File: src/rtl/irq_vector_unit_pkg.sv
package irq_vector_unit_pkg;
   typedef enum logic [0:0] {
      ST_IDLE = 1'b0,
      ST_ACK  = 1'b1
   } ivu_state_e;
endpackage

File: src/rtl/ivu_prio_sel.sv
module ivu_prio_sel #(
   parameter int NUM_LINES = 3,
   parameter int LVL_W     = 3,
   parameter int IDX_W     = 2
) (
   input  logic [NUM_LINES-1:0] req,
   input  logic                 nmi,
   input  logic [LVL_W-1:0]     cur,
   output logic                 win_valid,
   output logic                 win_nmi,
   output logic [IDX_W-1:0]     win_idx,
   output logic [LVL_W-1:0]     win_lvl
);
   localparam logic [LVL_W-1:0] NMI_LVL = LVL_W'(NUM_LINES + 1);

   logic [NUM_LINES-1:0] elig;
   logic                 nmi_ok;

   for (genvar gi = 0; gi < NUM_LINES; gi++) begin : g_elig
      localparam logic [LVL_W-1:0] LINE_LVL = LVL_W'(NUM_LINES - gi);
      assign elig[gi] = req[gi] && (LINE_LVL > cur);
   end

   assign nmi_ok = nmi && (cur != NMI_LVL);

   always_comb begin
      win_idx = '0;
      win_lvl = '0;
      for (int i = NUM_LINES - 1; i >= 0; i--) begin
         if (elig[i]) begin
            win_idx = IDX_W'(i);
            win_lvl = LVL_W'(NUM_LINES - i);
         end
      end
      win_nmi = nmi_ok;
      if (nmi_ok) begin
         win_lvl = NMI_LVL;
         win_idx = '0;
      end
      win_valid = nmi_ok || (|elig);
   end
endmodule

File: src/rtl/ivu_ack_timer.sv
module ivu_ack_timer #(
   parameter int TIMEOUT = 16
) (
   input  logic clk,
   input  logic rst_n,
   input  logic start,
   input  logic run,
   output logic expired
);
   localparam int CNT_W = (TIMEOUT > 1) ? $clog2(TIMEOUT) : 1;
   localparam logic [CNT_W-1:0] LAST = CNT_W'(TIMEOUT - 1);

   logic [CNT_W-1:0] cnt;

   always_ff @(posedge clk) begin
      if (!rst_n) begin
         cnt <= '0;
      end else if (start) begin
         cnt <= '0;
      end else if (run && (cnt != LAST)) begin
         cnt <= cnt + 1'b1;
      end
   end

   assign expired = run && (cnt == LAST);
endmodule

File: src/rtl/ivu_level_stack.sv
module ivu_level_stack #(
   parameter int DEPTH = 4,
   parameter int LVL_W = 3
) (
   input  logic             clk,
   input  logic             rst_n,
   input  logic             push,
   input  logic [LVL_W-1:0] new_lvl,
   input  logic             pop,
   output logic [LVL_W-1:0] cur_lvl
);
   localparam int SP_W = $clog2(DEPTH + 1);

   logic [LVL_W-1:0] saved [DEPTH];
   logic [SP_W-1:0]  sp;

   always_ff @(posedge clk) begin
      if (!rst_n) begin
         sp      <= '0;
         cur_lvl <= '0;
      end else if (push && (sp != SP_W'(DEPTH))) begin
         saved[sp[$clog2(DEPTH)-1:0]] <= cur_lvl;
         sp      <= sp + 1'b1;
         cur_lvl <= new_lvl;
      end else if (pop && (sp != '0)) begin
         sp      <= sp - 1'b1;
         cur_lvl <= saved[$clog2(DEPTH)'(sp - 1'b1)];
      end
   end
endmodule

File: src/rtl/irq_vector_unit.sv
module irq_vector_unit
   import irq_vector_unit_pkg::*;
#(
   parameter int NUM_LINES   = 3,
   parameter int VEC_W       = 8,
   parameter int ADDR_W      = 16,
   parameter int TIMEOUT     = 16,
   parameter int STACK_DEPTH = 4,
   parameter int LVL_W       = $clog2(NUM_LINES + 2)
) (
   input  logic                 clk,
   input  logic                 rst_n,
   input  logic [NUM_LINES-1:0] dev_req,
   input  logic                 nmi_req,
   input  logic                 cpu_go,
   input  logic                 cpu_rti,
   input  logic                 vec_valid,
   input  logic [VEC_W-1:0]     vec_data,
   input  logic [ADDR_W-1:0]    tbl_base,
   output logic                 cpu_irq,
   output logic [NUM_LINES-1:0] dev_ack,
   output logic                 nmi_ack,
   output logic                 handler_valid,
   output logic [ADDR_W-1:0]    handler_addr,
   output logic                 bus_err,
   output logic [LVL_W-1:0]     cur_level
);
   localparam int IDX_W = (NUM_LINES > 1) ? $clog2(NUM_LINES) : 1;

   if (NUM_LINES < 1) begin : g_bad_lines
      $error("NUM_LINES must be at least 1");
   end
   if (STACK_DEPTH < NUM_LINES + 1) begin : g_bad_depth
      $error("STACK_DEPTH must cover every nesting level");
   end
   if (ADDR_W < VEC_W + 2) begin : g_bad_addr
      $error("ADDR_W too narrow for scaled vector");
   end
   if (TIMEOUT < 2) begin : g_bad_to
      $error("TIMEOUT must be at least 2");
   end
   if (LVL_W < $clog2(NUM_LINES + 2)) begin : g_bad_lvl
      $error("LVL_W too narrow for the non-maskable level");
   end

   ivu_state_e       state;
   logic             win_valid, win_nmi;
   logic [IDX_W-1:0] win_idx;
   logic [LVL_W-1:0] win_lvl;
   logic             sel_nmi;
   logic [IDX_W-1:0] sel_idx;
   logic [LVL_W-1:0] sel_lvl;
   logic             take, in_ack, got_vec, expired, push, pop;

   ivu_prio_sel #(
      .NUM_LINES (NUM_LINES),
      .LVL_W     (LVL_W),
      .IDX_W     (IDX_W)
   ) u_sel (
      .req       (dev_req),
      .nmi       (nmi_req),
      .cur       (cur_level),
      .win_valid (win_valid),
      .win_nmi   (win_nmi),
      .win_idx   (win_idx),
      .win_lvl   (win_lvl)
   );

   assign in_ack  = (state == ST_ACK);
   assign cpu_irq = (state == ST_IDLE) && win_valid;
   assign take    = cpu_irq && cpu_go;
   assign got_vec = in_ack && vec_valid;
   assign push    = got_vec;
   assign pop     = (state == ST_IDLE) && cpu_rti;

   ivu_ack_timer #(
      .TIMEOUT (TIMEOUT)
   ) u_timer (
      .clk     (clk),
      .rst_n   (rst_n),
      .start   (take),
      .run     (in_ack),
      .expired (expired)
   );

   ivu_level_stack #(
      .DEPTH   (STACK_DEPTH),
      .LVL_W   (LVL_W)
   ) u_stack (
      .clk     (clk),
      .rst_n   (rst_n),
      .push    (push),
      .new_lvl (sel_lvl),
      .pop     (pop),
      .cur_lvl (cur_level)
   );

   always_ff @(posedge clk) begin
      if (!rst_n) begin
         state   <= ST_IDLE;
         sel_nmi <= 1'b0;
         sel_idx <= '0;
         sel_lvl <= '0;
      end else begin
         case (state)
            ST_IDLE: begin
               if (take) begin
                  state   <= ST_ACK;
                  sel_nmi <= win_nmi;
                  sel_idx <= win_idx;
                  sel_lvl <= win_lvl;
               end
            end
            ST_ACK: begin
               if (vec_valid || expired) begin
                  state <= ST_IDLE;
               end
            end
            default: state <= ST_IDLE;
         endcase
      end
   end

   always_ff @(posedge clk) begin
      if (!rst_n) begin
         handler_valid <= 1'b0;
         handler_addr  <= '0;
         bus_err       <= 1'b0;
      end else begin
         handler_valid <= got_vec;
         bus_err       <= expired && !vec_valid;
         if (got_vec) begin
            handler_addr <= tbl_base + (ADDR_W'(vec_data) << 2);
         end
      end
   end

   assign nmi_ack = in_ack && sel_nmi;

   for (genvar gl = 0; gl < NUM_LINES; gl++) begin : g_ack
      assign dev_ack[gl] = in_ack && !sel_nmi && (sel_idx == IDX_W'(gl));
   end
endmodule

File: config.mk
export PLATFORM = sky130hd
export DESIGN_NAME = irq_vector_unit
export DESIGN_NICKNAME = d
export VERILOG_FILES = /design/src/rtl/irq_vector_unit_pkg.sv /design/src/rtl/ivu_prio_sel.sv /design/src/rtl/ivu_ack_timer.sv /design/src/rtl/ivu_level_stack.sv /design/src/rtl/irq_vector_unit.sv
export SDC_FILE = /design/constraint.sdc
export NUM_CORES = 1
export LEC_CHECK = 0
export BUFFER_PORTS_ARGS = -buffer_cell sky130_fd_sc_hd__buf_4
export CAP_MARGIN = 40
export CORE_MARGIN = 10
export CORE_UTILIZATION = 51
export CTS_BUF_LIST = sky130_fd_sc_hd__clkbuf_8
export DETAILED_ROUTE_END_ITERATION = 16
export PLACE_DENSITY = 0.79
export SLEW_MARGIN = 20
export SYNTH_ARGS = -nofsm -noshare
export SYNTH_HDL_FRONTEND = slang
export SYNTH_HIERARCHICAL = 1
export SYNTH_SLANG_ARGS = --single-unit
File: constraint.sdc
create_clock -name clk -period 2.15 [get_ports clk]
set_clock_uncertainty 0.05 [all_clocks]
set_input_delay 0.43 -clock clk [delete_from_list [all_inputs] [get_ports clk]]
set_output_delay 0.43 -clock clk [all_outputs]
set_load 0.05 [all_outputs]
==> results.json <==
{
  "status": "completed",
  "critical_path_class": "in2reg",
  "cp-end-kind": "register",
  "grt_usage": 0.144,
  "hold_class": "in2reg",
  "synth-seq-cells": 47,
  "power_density_mw_per_mm2": 761,
  "post_drt_wl_per_cell_um": 14.4,
  "hold_buffers": 0,
  "async_flop_share": 0,
  "finish.net_count": 402,
  "cts.path.max_buffers": 2,
  "die_y_um": 92.2,
  "ios": 59,
  "tightest_slew_ns": 0.412,
  "slew-limit-headroom": 0.725,
  "dp_cells": 416,
  "p_leak_uw": 0.00140,
  "arrival_ns": 2.19,
  "vias_per_cell": 5.56,
  "fmax_ghz": 0.501,
  "wl_um": 6100,
  "clk_pin_slew_ns": 0.09,
  "final_cell_area_mm2": 0.00331,
  "setup_viol": 0,
  "area_growth_syn_to_layout_pct": 24.3,
  "hold_viol_final": 0,
  "overflow": 0,
  "std_cell_rows": 26,
  "synth-main-ff-cell": "dfxtp_1",
  "clock_latency_ns": 0.30,
  "dp_hpwl_um": 4770,
  "synth_fp_nets": 337,
  "yosysWarnings": 6,
  "timing.final.crit_period_ns": 2.00,
  "cap_violations": 0,
  "peakVddDrop_v": 0.000423,
  "n_antenna_cell": 0,
  "start_kind": "input pin",
  "antenna_found_initial": 0,
  "place_congestion": 0.886,
  "synth_edf_count": 12,
  "cts_buffers": 5,
  "crit_fanout": 6,
  "synth.distinct_cells": 60,
  "timing.final.crit_share": 0.929,
  "die_area_mm2": 0.00850,
  "die_x_um": 92.2,
  "drt-initial-drc-count": 126,
  "firstDrtPassIters": 4,
  "syn_area_mm2": 0.00266,
  "design.core.area_mm2": 0.00507,
  "htree_levels": 2,
  "root_buffer": "clkbuf_8",
  "grt_max_degree": 40,
  "grt_pass1_wl_um": 10400,
  "post_cts_buffers": 0,
  "fin_cells": 424,
  "worst_ep_required_time_ns": 2.34,
  "vias": 2357,
  "start_util": 0.524,
  "cts_tree": "done",
  "clkSinkCount": 47,
  "layout-drive-gt1-share": 0.274,
  "rsz0062_at_grt": "no",
  "placed_area_mm2": 0.00322,
  "ant_nets": 0,
  "synthCells": 288,
  "slew_viol_final": 0,
  "p_total_uw": 2510,
  "grt_pass1_vias": 2285,
  "route.detailed.drc": 0,
  "syn_area_per_cell_um2": 9.23,
  "portBuffers": 58,
  "ctsResizeCount": 0,
  "yosysSeqAreaShare": 0.399
}
-- cells in the mapped netlist, types with 6 or more instances --
cell type | n | area, um2
dfxtp_1 | 35 | 701
nand2_1 | 32 | 120
o21ai_0 | 20 | 100
ha_1 | 15 | 188
a21boi_0 | 14 | 105
a21oi_1 | 14 | 70.1
inv_1 | 13 | 48.8
nand3_1 | 13 | 65.1
edfxtp_1 | 12 | 360
nor2_1 | 8 | 30.0
nand2b_1 | 7 | 43.8
and3_1 | 6 | 37.5
-- sequential cells by signal, indices dropped and copies added, names as in the netlist --
name	cells
u_stack/saved	12
sel_nmi	1
handler_valid	1
u_stack/cur_lvl	3
u_stack/sp	3
sel_idx	2
in_ack	1
u_timer/cnt	4
bus_err	1
handler_addr	16
sel_lvl	3
-- stage by stage --
step | setup TNS (ns) | worst slack (ns) | utilization | hold WS (ns)
after CTS | 0 | 0.136 | 0.651 | 0.334
final | 0 | 0.153 | 0.651 | 0.341
after global routing | 0 | 0.00230 | 0.651 | 0.339
after global placement | -0.156 | -0.118 | 0.635 | 0.400
after detailed placement | -0.374 | -0.173 | 0.635 | 0.408
after floorplan | -0.487 | -0.111 | - | 0.390
-- cell type report --
| class | count | area, um2 |
|---|---|---|
| multi-input combinational | 216 | 1500 |
| inverter | 13 | 48.8 |
| clock buffer | 5 | 68.8 |
| sequential | 47 | 1060 |
| tap | 70 | 87.6 |
| timing repair buffer | 70 | 526 |
| fill | 473 | 1770 |
| clock inverter | 3 | 16.3 |
-- path summary, 6_finish.rpt --
path,start,to,slack [ns],cells past startpoint
max,vec_data[0],handler_addr[10],0.15,9
min,tbl_base[0],handler_addr[0],0.34,3
max reg2reg,u_stack/sp[0],u_stack/cur_lvl[2],0.31,5
min reg2reg,handler_addr[4],handler_addr[4],0.42,2
-- metal layers --
metal	track usage	up-vias	wire length [um]
li1	-	1184	-
met1	0.173	1116	2650
met2	0.240	47	3010
met3	0.0456	10	337
met4	0.0450	0	97
met5	0	-	0
-- power breakdown --
group          internal, uW  total (uW)  switching [uW]
Sequential              997        1080            82.7
Combinational           395         924             529
Clock                   223         511             288
-- worst max-delay path, cell delays in order --
cell	delay, ns
buf_4	0.08
ha_1	0.16
inv_1	0.05
fa_1	0.38
nand2b_1	0.18
a21oi_1	0.17
o21ai_1	0.15
or4b_1	0.52
nand3_1	0.08
-- cells in the final DEF, fill, tap and decap left out, types with 2 or more instances in the layout --
| cell type | count |
|---|---|
| nor2_1 | 8 |
| edfxtp_1 | 12 |
| a21boi_0 | 14 |
| xor2_1 | 3 |
| nand2b_1 | 7 |
| inv_1 | 14 |
| a21oi_1 | 14 |
| nand4_1 | 4 |
| dfxtp_2 | 2 |
| a211oi_1 | 2 |
| nor3_1 | 5 |
| o21ai_0 | 20 |
| dfxtp_1 | 33 |
| mux2i_1 | 5 |
| or3_1 | 3 |
| nor4_1 | 5 |
| nor3b_2 | 2 |
| nand3_1 | 13 |
| nor4b_1 | 3 |
| a21bo_1 | 2 |
| and2_1 | 3 |
| nand2_1 | 32 |
| a2111oi_2 | 2 |
| o21a_1 | 3 |
| ha_1 | 15 |
| a31oi_1 | 3 |
| and3_1 | 6 |
| nand3b_1 | 4 |
| buf_4 | 70 |
| mux2_2 | 3 |
| nor2b_1 | 3 |
| clkbuf_8 | 5 |
| a2bb2oi_1 | 3 |
| o211ai_1 | 3 |
-- kinds of logic after synthesis --
kind of cell | Yosys count | share of synthesized area
compound gates | 78 | 0.203
flops | 47 | 0.399
xor+xnor | 4 | 0.0132
buf+inv | 25 | 0.0433
fa+ha+maj | 16 | 0.0781
mux | 8 | 0.0315
simple gates | 110 | 0.232
(Power assumes the default switching activity.)
